<file path="src/rtl/bms_pkg.sv">
package bms_pkg;

  typedef enum logic [2:0] {
    STRAP_FUNC_JTAG = 3'b000,
    STRAP_FUNC_SWD  = 3'b001,
    STRAP_COMBINED  = 3'b010,
    STRAP_RESTORE   = 3'b011,
    STRAP_LOADER    = 3'b100
  } strap_code_e;

  typedef struct packed {
    logic loader;
    logic functional;
    logic restore;
    logic swd;
    logic combined;
    logic invalid;
  } boot_dec_t;

  typedef enum logic [1:0] {
    ST_SETTLE,
    ST_DECODE,
    ST_WINDOW,
    ST_DONE
  } boot_state_e;

endpackage

</file>
<file path="src/rtl/bms_sync.sv">
module bms_sync #(
  parameter int          WIDTH     = 1,
  parameter int          STAGES    = 2,
  parameter [WIDTH-1:0]  RESET_VAL = '0
) (
  input  logic             clk,
  input  logic             rst,
  input  logic [WIDTH-1:0] d,
  output logic [WIDTH-1:0] q
);

  logic [WIDTH-1:0] stg [STAGES];

  always_ff @(posedge clk) begin
    if (rst) stg[0] <= RESET_VAL;
    else     stg[0] <= d;
  end

  generate
    for (genvar i = 1; i < STAGES; i++) begin : g_stage
      always_ff @(posedge clk) begin
        if (rst) stg[i] <= RESET_VAL;
        else     stg[i] <= stg[i-1];
      end
    end
  endgenerate

  assign q = stg[STAGES-1];

endmodule

</file>
<file path="src/rtl/bms_strap_decode.sv">
module bms_strap_decode
  import bms_pkg::*;
(
  input  logic [2:0] code,
  output boot_dec_t  dec
);

  always_comb begin
    dec = '0;
    case (code)
      STRAP_FUNC_JTAG: dec.functional = 1'b1;
      STRAP_FUNC_SWD: begin
        dec.functional = 1'b1;
        dec.swd        = 1'b1;
      end
      STRAP_COMBINED:  dec.combined   = 1'b1;
      STRAP_RESTORE:   dec.restore    = 1'b1;
      STRAP_LOADER:    dec.loader     = 1'b1;
      default: begin
        dec.functional = 1'b1;
        dec.invalid    = 1'b1;
      end
    endcase
  end

endmodule

</file>
<file path="src/rtl/bms_break_det.sv">
module bms_break_det #(
  parameter int BREAK_CYCLES = 44
) (
  input  logic clk,
  input  logic rst,
  input  logic en,
  input  logic rx_s,
  output logic hit,
  output logic seen
);

  localparam int RW = (BREAK_CYCLES > 1) ? $clog2(BREAK_CYCLES) : 1;
  localparam logic [RW-1:0] RUN_LAST = RW'(BREAK_CYCLES - 1);

  logic [RW-1:0] run_cnt;

  assign hit = en && !rx_s && (run_cnt == RUN_LAST);

  always_ff @(posedge clk) begin
    if (rst) begin
      run_cnt <= '0;
      seen    <= 1'b0;
    end else begin
      if (!en || rx_s)              run_cnt <= '0;
      else if (run_cnt != RUN_LAST) run_cnt <= run_cnt + 1'b1;
      if (hit) seen <= 1'b1;
    end
  end

  AST_SEEN_STICKY: assert property (@(posedge clk) disable iff (rst)
    seen |=> seen);

  AST_RUN_CLEARS_ON_IDLE: assert property (@(posedge clk) disable iff (rst)
    (en && rx_s) |=> (run_cnt == '0));

endmodule

</file>
<file path="src/rtl/bootstrap_mode_ctrl.sv">
module bootstrap_mode_ctrl
  import bms_pkg::*;
#(
  parameter int SYNC_STAGES   = 2,
  parameter int BAUD_DIV      = 4,
  parameter int BREAK_BITS    = 11,
  parameter int WINDOW_CYCLES = 256
) (
  input  logic       clk,
  input  logic       por_rst,
  input  logic       ext_reset_in,
  input  logic [2:0] strap_in,
  input  logic       uart_rx,
  output logic       mode_valid,
  output logic       boot_loader,
  output logic       boot_functional,
  output logic       boot_restore,
  output logic       dbg_swd,
  output logic       strap_invalid,
  output logic       restore_req
);

  localparam int BREAK_CYCLES = BAUD_DIV * BREAK_BITS;
  localparam int SW = $clog2(SYNC_STAGES + 1);
  localparam int WW = (WINDOW_CYCLES > 1) ? $clog2(WINDOW_CYCLES) : 1;
  localparam logic [SW-1:0] SETTLE_LAST = SW'(SYNC_STAGES);
  localparam logic [WW-1:0] WIN_LAST    = WW'(WINDOW_CYCLES - 1);

  logic [2:0]    strap_s;
  logic          rx_s;
  logic          ext_s;
  logic          ext_prev;
  logic [2:0]    strap_q;
  boot_dec_t     dec;
  boot_state_e   state;
  logic [SW-1:0] settle_cnt;
  logic [WW-1:0] win_cnt;
  logic          decided;
  logic          brk_en;
  logic          brk_hit;
  logic          brk_seen;

  bms_sync #(.WIDTH(3), .STAGES(SYNC_STAGES), .RESET_VAL(3'b000)) i_sync_strap (
    .clk(clk), .rst(por_rst), .d(strap_in), .q(strap_s));

  bms_sync #(.WIDTH(1), .STAGES(SYNC_STAGES), .RESET_VAL(1'b1)) i_sync_rx (
    .clk(clk), .rst(por_rst), .d(uart_rx), .q(rx_s));

  bms_sync #(.WIDTH(1), .STAGES(SYNC_STAGES), .RESET_VAL(1'b0)) i_sync_ext (
    .clk(clk), .rst(por_rst), .d(ext_reset_in), .q(ext_s));

  bms_strap_decode i_decode (.code(strap_q), .dec(dec));

  assign brk_en = (state == ST_WINDOW);

  bms_break_det #(.BREAK_CYCLES(BREAK_CYCLES)) i_break (
    .clk(clk), .rst(por_rst), .en(brk_en), .rx_s(rx_s),
    .hit(brk_hit), .seen(brk_seen));

  always_ff @(posedge clk) begin
    if (por_rst) begin
      state           <= ST_SETTLE;
      settle_cnt      <= '0;
      win_cnt         <= '0;
      strap_q         <= '0;
      decided         <= 1'b0;
      boot_loader     <= 1'b0;
      boot_functional <= 1'b0;
      boot_restore    <= 1'b0;
      dbg_swd         <= 1'b0;
      strap_invalid   <= 1'b0;
    end else begin
      case (state)
        ST_SETTLE: begin
          if (settle_cnt == SETTLE_LAST) begin
            strap_q <= strap_s;
            state   <= ST_DECODE;
          end else begin
            settle_cnt <= settle_cnt + 1'b1;
          end
        end
        ST_DECODE: begin
          if (dec.combined) begin
            win_cnt <= '0;
            state   <= ST_WINDOW;
          end else begin
            boot_loader     <= dec.loader;
            boot_functional <= dec.functional;
            boot_restore    <= dec.restore;
            dbg_swd         <= dec.swd;
            strap_invalid   <= dec.invalid;
            decided         <= 1'b1;
            state           <= ST_DONE;
          end
        end
        ST_WINDOW: begin
          if (win_cnt == WIN_LAST) begin
            boot_loader     <= brk_seen || brk_hit;
            boot_functional <= !(brk_seen || brk_hit);
            decided         <= 1'b1;
            state           <= ST_DONE;
          end else begin
            win_cnt <= win_cnt + 1'b1;
          end
        end
        default: ;
      endcase
    end
  end

  always_ff @(posedge clk) begin
    if (por_rst) begin
      mode_valid  <= 1'b0;
      ext_prev    <= 1'b0;
      restore_req <= 1'b0;
    end else begin
      mode_valid  <= decided;
      ext_prev    <= ext_s;
      restore_req <= (state == ST_DONE) && boot_restore && ext_s && !ext_prev;
    end
  end

  AST_ONE_MODE: assert property (@(posedge clk) disable iff (por_rst)
    mode_valid |-> ($countones({boot_loader, boot_functional, boot_restore}) == 1));

  AST_MODE_HOLD: assert property (@(posedge clk) disable iff (por_rst)
    mode_valid |=> (mode_valid && $stable({boot_loader, boot_functional, boot_restore, dbg_swd, strap_invalid})));

  AST_STRAP_FROZEN: assert property (@(posedge clk) disable iff (por_rst)
    (state == ST_DONE) |=> $stable(strap_q));

  AST_SWD_FUNC: assert property (@(posedge clk) disable iff (por_rst)
    dbg_swd |-> boot_functional);

  AST_LOADER_JTAG: assert property (@(posedge clk) disable iff (por_rst)
    boot_loader |-> !dbg_swd);

  AST_INVALID_FUNC: assert property (@(posedge clk) disable iff (por_rst)
    strap_invalid |-> (boot_functional && !dbg_swd));

  AST_PULSE_ONE: assert property (@(posedge clk) disable iff (por_rst)
    restore_req |=> !restore_req);

  AST_PULSE_MODE: assert property (@(posedge clk) disable iff (por_rst)
    restore_req |-> boot_restore);

endmodule

</file>
<file path="config.mk">
export PLATFORM = sky130hd
export DESIGN_NAME = bootstrap_mode_ctrl
export DESIGN_NICKNAME = d
export VERILOG_FILES = /design/src/rtl/bms_pkg.sv /design/src/rtl/bms_sync.sv /design/src/rtl/bms_strap_decode.sv /design/src/rtl/bms_break_det.sv /design/src/rtl/bootstrap_mode_ctrl.sv
export SDC_FILE = /design/constraint.sdc
export NUM_CORES = 1
export LEC_CHECK = 0
export BUFFER_PORTS_ARGS = -buffer_cell sky130_fd_sc_hd__buf_2
export CAP_MARGIN = 5
export CELL_PAD_IN_SITES_DETAIL_PLACEMENT = 1
export CELL_PAD_IN_SITES_GLOBAL_PLACEMENT = 2
export CORE_ASPECT_RATIO = 1.25
export CORE_MARGIN = 5
export CORE_UTILIZATION = 36
export DETAILED_ROUTE_END_ITERATION = 8
export HOLD_SLACK_MARGIN = 0.02
export PLACE_DENSITY = 0.8
export SYNTH_ARGS = -nofsm -noshare
export SYNTH_HDL_FRONTEND = slang
export SYNTH_SLANG_ARGS = --single-unit
export TNS_END_PERCENT = 100
</file>
<file path="constraint.sdc">
create_clock -name clk -period 2.05 [get_ports clk]
set_input_delay 0.205 -clock clk [delete_from_list [all_inputs] [get_ports clk]]
set_output_delay 0.205 -clock clk [all_outputs]
set_load 0.01 [all_outputs]
</file>
==> results.cfg, run 1 <==
[place]
port_buffers = 13
place.gp.congestion = 0.782
placedCellCount = 255
post-dp-hpwl_mm = 2.80

[synth]
synth.top_cells.by_area = dfxtp_1, ha_1, a21oi_1
synth_top_area_share_pct = 48.1
synth_top_area_cell = dfxtp_1
synth_area_um2 = 1710
synth.most_common_cell = dfxtp_1
synthXorXnorAreaFrac_pct = 3.08
ys_warn_count = 0
synth_edf_count = 0
synthTopCellsByCount = dfxtp_1, nor2_1, a21oi_1
ys.flop_type = dfxtp_1
yosysSeqAreaShare_pct = 48.1
synth-seq-cells = 41
synth.distinct_cells = 39
async_flop_share_pct = 0
synth_mux_area_share_pct = 1.17
synth_nets = 198
synth_compound_area_share_pct = 17.4
postSynthCellCount = 184
synth-simple-area-share_pct = 22.2
avgSynthCellArea_um2 = 9.27
synth_top_family_by_area = simple AND/OR/NAND/NOR gates
synth_fa_ha_area_share_pct = 5.14

[setup_path]
critPathLaunch = state[1]
cp-end-kind = flop
required_ns = 2.28
ff2ff_path_depth = 6
cp.arrival_ns = 2.01
crit_end = win_cnt[3]
r2r_end = win_cnt[3]
regToRegStartpoint = state[1]
crit_type = flop to flop
reg2reg_slack_ns = 0.28
crit_path_start_kind = flop
crit_path_max_fanout = 10

[power_and_ir_drop]
p_leak_nw = 0.749
cellPowerDensity_nw_per_um2 = 1180
ir_worst_vdd_v = 0.000461

[floorplanning]
dieArea_um2 = 6220
die_y_um = 87.0
rows = 28
start_util_pct = 36.6
io_pins = 14
core-area_um2 = 4660
chipWidth_um = 71.6

[clock_network]
cts_root_buffer = clkbuf_8
hold_buffers = 0
cts_resized = 0
clkTransAtPathRegs_ns = 0.08
cts_tree = built
clock_path_buffers = 2
cts.sinks = 41
clk_latency_ns = 0.30
cts_setup_buffers = 0
htree_levels = 2
cts_buffers = 5

[routing]
wire_per_inst_um = 14.7
wl_met3_um = 135
vias = 1377
wirelength_mm = 3.86
dr.pass1.iters = 4
drc = 0
via_per_inst = 5.24
ant_nets = 0
top_layer = met4
route.met2.wl_mm = 1.97
drt_iter0_drc = 55
wl_met1_mm = 1.69

[sta]
fmax_mhz = 564
worst_pin_slew_ns = 0.427
finalSetupViolCount = 0
relSlewSlack_pct = 71.5
clock_skew_ns = 0.00882
fin_crit_sh_pct = 86.4
drv_slew = 0
fin_crit_ns = 1.77
rsz0062_at_grt = false
hold_viol_final = 0
setup_tns_ns = 0

[finish]
final_cell_count_no_fill = 263
num_antenna_cells = 0
fill_cells = 545
nNetsFinal = 216
area_growth_syn_to_layout_pct = 16.5
multi_input_area_um2 = 836
drive_gt1_share_pct = 15.8
register_area_um2 = 821

[outcome]
status = finished clean

[hold_path]
hp-class = primary input to flop

[global_route]
antenna_found_initial = 0
track_usage_pct = 13.7
grt_max_degree = 20
grt_first_pass_wirelength_mm = 6.64
first_global_vias = 1462
grt.overflow.total = 0

[run]
maxCapViolCount = 0
==> state kept, by name, indices dropped and copies added (netlist names), 2 cells and up <==
signal and cells:
win_cnt 8, i_break.run_cnt 6, i_sync_strap.stg 6, strap_q 3
i_sync_ext.stg 2, i_sync_rx.stg 2, settle_cnt 2, state 2
==> worst min-delay path by stage <==
stage	depth (start not counted)	to	slack, ns	start
after floorplan	1	i_sync_rx.stg[0]	0.31	uart_rx
after global placement	1	restore_req	0.37	ext_prev
after detailed placement	1	restore_req	0.38	ext_prev
after CTS	2	i_sync_rx.stg[0]	0.08	uart_rx
after global routing	2	i_sync_rx.stg[0]	0.09	uart_rx
final	2	i_sync_rx.stg[0]	0.1	uart_rx
==> worst max-delay path, cell delays in order (launching register included) <==
cell and delay, ns:
dfxtp_1 0.37, inv_1 0.10, ha_1 0.30, inv_1 0.13, o21ai_2 0.14, or4_1 0.50, a31oi_1 0.17
==> cell usage in the layout (no fill, tap or decap), types with 5 or more instances in the layout <==
cell type	instances
nor2_1	18
buf_2	13
nand3_1	10
inv_1	7
nor2b_1	12
nand2_1	11
clkbuf_8	5
a21oi_1	16
a211oi_1	6
dfxtp_1	41
ha_1	7
==> metal layers <==
layer	vias to the layer above	track usage (%)
li1	690	-
met1	659	14.8
met2	21	24.4
met3	7	4.16
met4	0	6.15
met5	-	0
==> power by group <==
group | leakage (nW) | total (mW) | internal (mW) | switching (mW)
Sequential | 0.334 | 0.921 | 0.872 | 0.0490
Clock | 0.0681 | 0.773 | 0.484 | 0.289
Combinational | 0.347 | 0.653 | 0.231 | 0.422
==> logic make-up after synthesis <==
kind of cell	after synthesis
DFF	41
and+or+nand+nor	71
buffers and inverters	13
adders and majority gates	7
AOI/OAI and AO/OA	44
xor gates and xnor gates	6
muxes	2
==> final cells by class <==
cell class / count / area share (%)
multi-input combinational: 130 / 42.1
sequential: 41 / 41.3
timing repair buffer: 17 / 4.79
tap: 60 / 3.78
clock buffer: 5 / 3.46
clock inverter: 3 / 3.27
inverter: 7 / 1.32
==> through the flow <==
stage,hold slack (ns),setup slack [ns],power (mW),instance area [um2],util (%)
floorplan,0.312,0.429,1.39,1710,-
detailed placement,0.381,0.293,1.59,1850,39.8
CTS,0.0826,0.266,2.37,1990,42.6
global route,0.0887,0.132,2.49,1990,42.6
global placement,0.371,0.424,1.54,1850,39.8
finish,0.0953,0.278,2.35,1990,42.6
Power figures use the tool's default switching activity.
==> run 2: changes to the inputs <==
--- a/config.mk
+++ b/config.mk
@@ -5,13 +5,14 @@
 export SDC_FILE = /design/constraint.sdc
 export NUM_CORES = 1
 export LEC_CHECK = 0
+export ABC_AREA = 1
 export BUFFER_PORTS_ARGS = -buffer_cell sky130_fd_sc_hd__buf_2
 export CAP_MARGIN = 5
 export CELL_PAD_IN_SITES_DETAIL_PLACEMENT = 1
 export CELL_PAD_IN_SITES_GLOBAL_PLACEMENT = 2
 export CORE_ASPECT_RATIO = 1.25
 export CORE_MARGIN = 5
-export CORE_UTILIZATION = 36
+export CORE_UTILIZATION = 34
 export DETAILED_ROUTE_END_ITERATION = 8
 export HOLD_SLACK_MARGIN = 0.02
 export PLACE_DENSITY = 0.8
==> run 2 against run 1 <==
Against the previous run: worst hold slack better by 0.0029 ns; synthesized area is 8.1% higher; clock power is 24% lower; critical path depth is 1 higher; sequential power is 3.6% higher; highest routed layer unchanged; critical endpoint is now win_cnt[7]; final cell count is 21% higher; first-iteration DRC count is 56% lower; worst setup slack better by 0.049 ns; largest cell class unchanged.
==> results.cfg, run 2 <==
[finish]
nNetsFinal = 268
final_common_cell = nand2_1
largest_register_ffs = 8
num_antenna_cells = 0
top_register = win_cnt
drive_gt1_share_pct = 20.0
area_growth_syn_to_layout_pct = 12.2
reg_top3 = win_cnt x8, i_break.run_cnt x6, i_sync_strap.stg x6
final_cell_mix = nand2_1, dfxtp_1, inv_1

[setup_path]
ff2ff_path_depth = 7
reg2reg_slack_ns = 0.33
critPathMaxStageDelay_ns = 0.48
crit_path_start_kind = flop
worstPathCellList = inv_1 -> ha_1 -> nand3_2 -> nand2_1 -> nand2_1 -> nand2_1 -> nor2_1
crit_path_max_fanout = 12
path_delay_family = simple AND/OR/NAND/NOR gates
required_ns = 2.23
cp-end-kind = flop
critPathLaunch = state[0]
slowest_stage = ha_1
cp.arrival_ns = 1.90
cpMostUsedCell = nand2_1
crit_buf_inv = 1
crit_end = win_cnt[7]
regToRegStartpoint = state[0]
r2r_end = win_cnt[7]
crit_type = flop to flop
cp_num_cells = 7

[synth]
async_flop_share_pct = 0
synth.most_common_cell = nand2_1
yosysSeqAreaShare_pct = 44.5
postSynthCellCount = 238
synth_top_area_cell = dfxtp_1
synth_nets = 252
synth_top_area_share_pct = 44.5
avgSynthCellArea_um2 = 7.74
synth.top_cells.by_area = dfxtp_1, nand2_1, inv_1
ys.flop_type = dfxtp_1
synth_area_um2 = 1840
synth_edf_count = 0
synth.distinct_cells = 30
synthTopCellsByCount = nand2_1, dfxtp_1, inv_1
synth-seq-cells = 41
ys_warn_count = 0

[global_route]
grt.overflow.total = 0
grt_first_pass_wirelength_mm = 6.14
track_usage_pct = 11.2
antenna_found_initial = 0
first_global_vias = 1437
grt_max_degree = 20

[hold_path]
hp-class = primary input to flop

[routing]
ant_nets = 0
vias = 1462
drt_iter0_drc = 24
dr.pass1.iters = 2
wire_per_inst_um = 11.1
wirelength_mm = 3.53
via_per_inst = 4.58
drc = 0

[sta]
worst_pin_slew_ns = 0.499
fin_crit_sh_pct = 84.0
setup_tns_ns = 0
fin_crit_ns = 1.72
fmax_mhz = 580
rsz0062_at_grt = false
clock_skew_ns = 0.00799
drv_slew = 0
relSlewSlack_pct = 66.7
hold_viol_final = 0
finalSetupViolCount = 0

[power_and_ir_drop]
cellPowerDensity_nw_per_um2 = 1090
finalPower_mw = 2.25
ir_worst_vdd_v = 0.000553
p_leak_nw = 0.859

[floorplanning]
core-area_um2 = 5370
io_pins = 14
start_util_pct = 34.3
die_y_um = 92.3
rows = 30
dieArea_um2 = 7000
chipWidth_um = 75.9

[clock_network]
cts_tree = built
cts_setup_buffers = 0
clk_latency_ns = 0.29
cts_root_buffer = clkbuf_8
cts_resized = 0
cts.sinks = 41
htree_levels = 2
cts_buffers = 5
clkTransAtPathRegs_ns = 0.08
hold_buffers = 0
clock_path_buffers = 2

[run]
maxCapViolCount = 0

[outcome]
status = finished clean

[place]
post-dp-hpwl_mm = 2.70
place.gp.congestion = 0.749
port_buffers = 13
==> run 2: changes by cell type after synthesis, sizes merged, moves of 6 or more <==
cell / change
a211oi: -6
inv: +31
nand2: +39
nand3: +9
nor2: +14
nor2b: -12
==> run 2: layout make-up <==
type,instances,area (um2)
Clock buffer,7,96.3
Clock inverter,1,8.76
Fill cell,678,3300
Inverter,38,143
Multi-Input combinational cell,153,838
Sequential cell,41,821
Tap cell,64,80.1
Timing Repair Buffer,15,80.1
==> run 2: layer usage <==
layer  GRT usage (%)  vias up  share of wire, %
met5               0        -                 0
met4            3.94        0               1.3
met3            3.47        5               3.0
met2            19.1       12                51
met1            12.6      671                45
li1                -      774                 -
==> run 2: how the worst min path moves through the flow <==
| stage | startpoint | endpoint | slack, ns | cells after the start |
|---|---|---|---|---|
| after floorplan | uart_rx | i_sync_rx.stg[0] | 0.31 | 1 |
| after global placement | i_sync_strap.stg[0][0] | i_sync_strap.stg[1][0] | 0.39 | 2 |
| after detailed placement | ext_prev | restore_req | 0.40 | 1 |
| after CTS | uart_rx | i_sync_rx.stg[0] | 0.09 | 2 |
| after global routing | uart_rx | i_sync_rx.stg[0] | 0.1 | 2 |
| final | uart_rx | i_sync_rx.stg[0] | 0.1 | 2 |
==> run 2: logic make-up (layout without fill, tap and decap cells) <==
group,Yosys count,in the layout,synth area share (%)
simple gates,111,111,29.6
buf+inv,44,61,9.98
flops,41,41,44.5
compound gates,32,32,9.71
fa+ha+maj,7,7,4.75
xor+xnor,3,3,1.43
==> run 2: worst register-to-register path, delay by kind of cell, from the launching register on <==
kind | cells | cell delay, ns
buffers and inverters | 1 | 0.10
flip-flops | 1 | 0.33
adder cells (fa/ha/maj) | 1 | 0.48
AND/OR/NAND/NOR | 5 | 0.71
==> run 2: where the power goes <==
part,switching (mW),total (mW),internal [mW]
Clock,0.279,0.590,0.311
Sequential,0.0591,0.954,0.895
Combinational,0.456,0.711,0.255
Total,0.794,2.25,1.46
==> run 2: through the flow <==
step | hold WS, ns | cell area (um2) | setup WS (ns) | util, % | cells
3_3_place_gp | 0.390 | 1960 | 0.378 | 36.6 | 311
3_5_place_dp | 0.398 | 1960 | 0.313 | 36.6 | 311
2_1_floorplan | 0.312 | 1840 | 0.708 | - | 238
5_1_grt | 0.0959 | 2070 | 0.120 | 38.5 | 319
4_1_cts | 0.0920 | 2070 | 0.302 | 38.5 | 319
6_report | 0.0982 | 2070 | 0.327 | 38.5 | 319
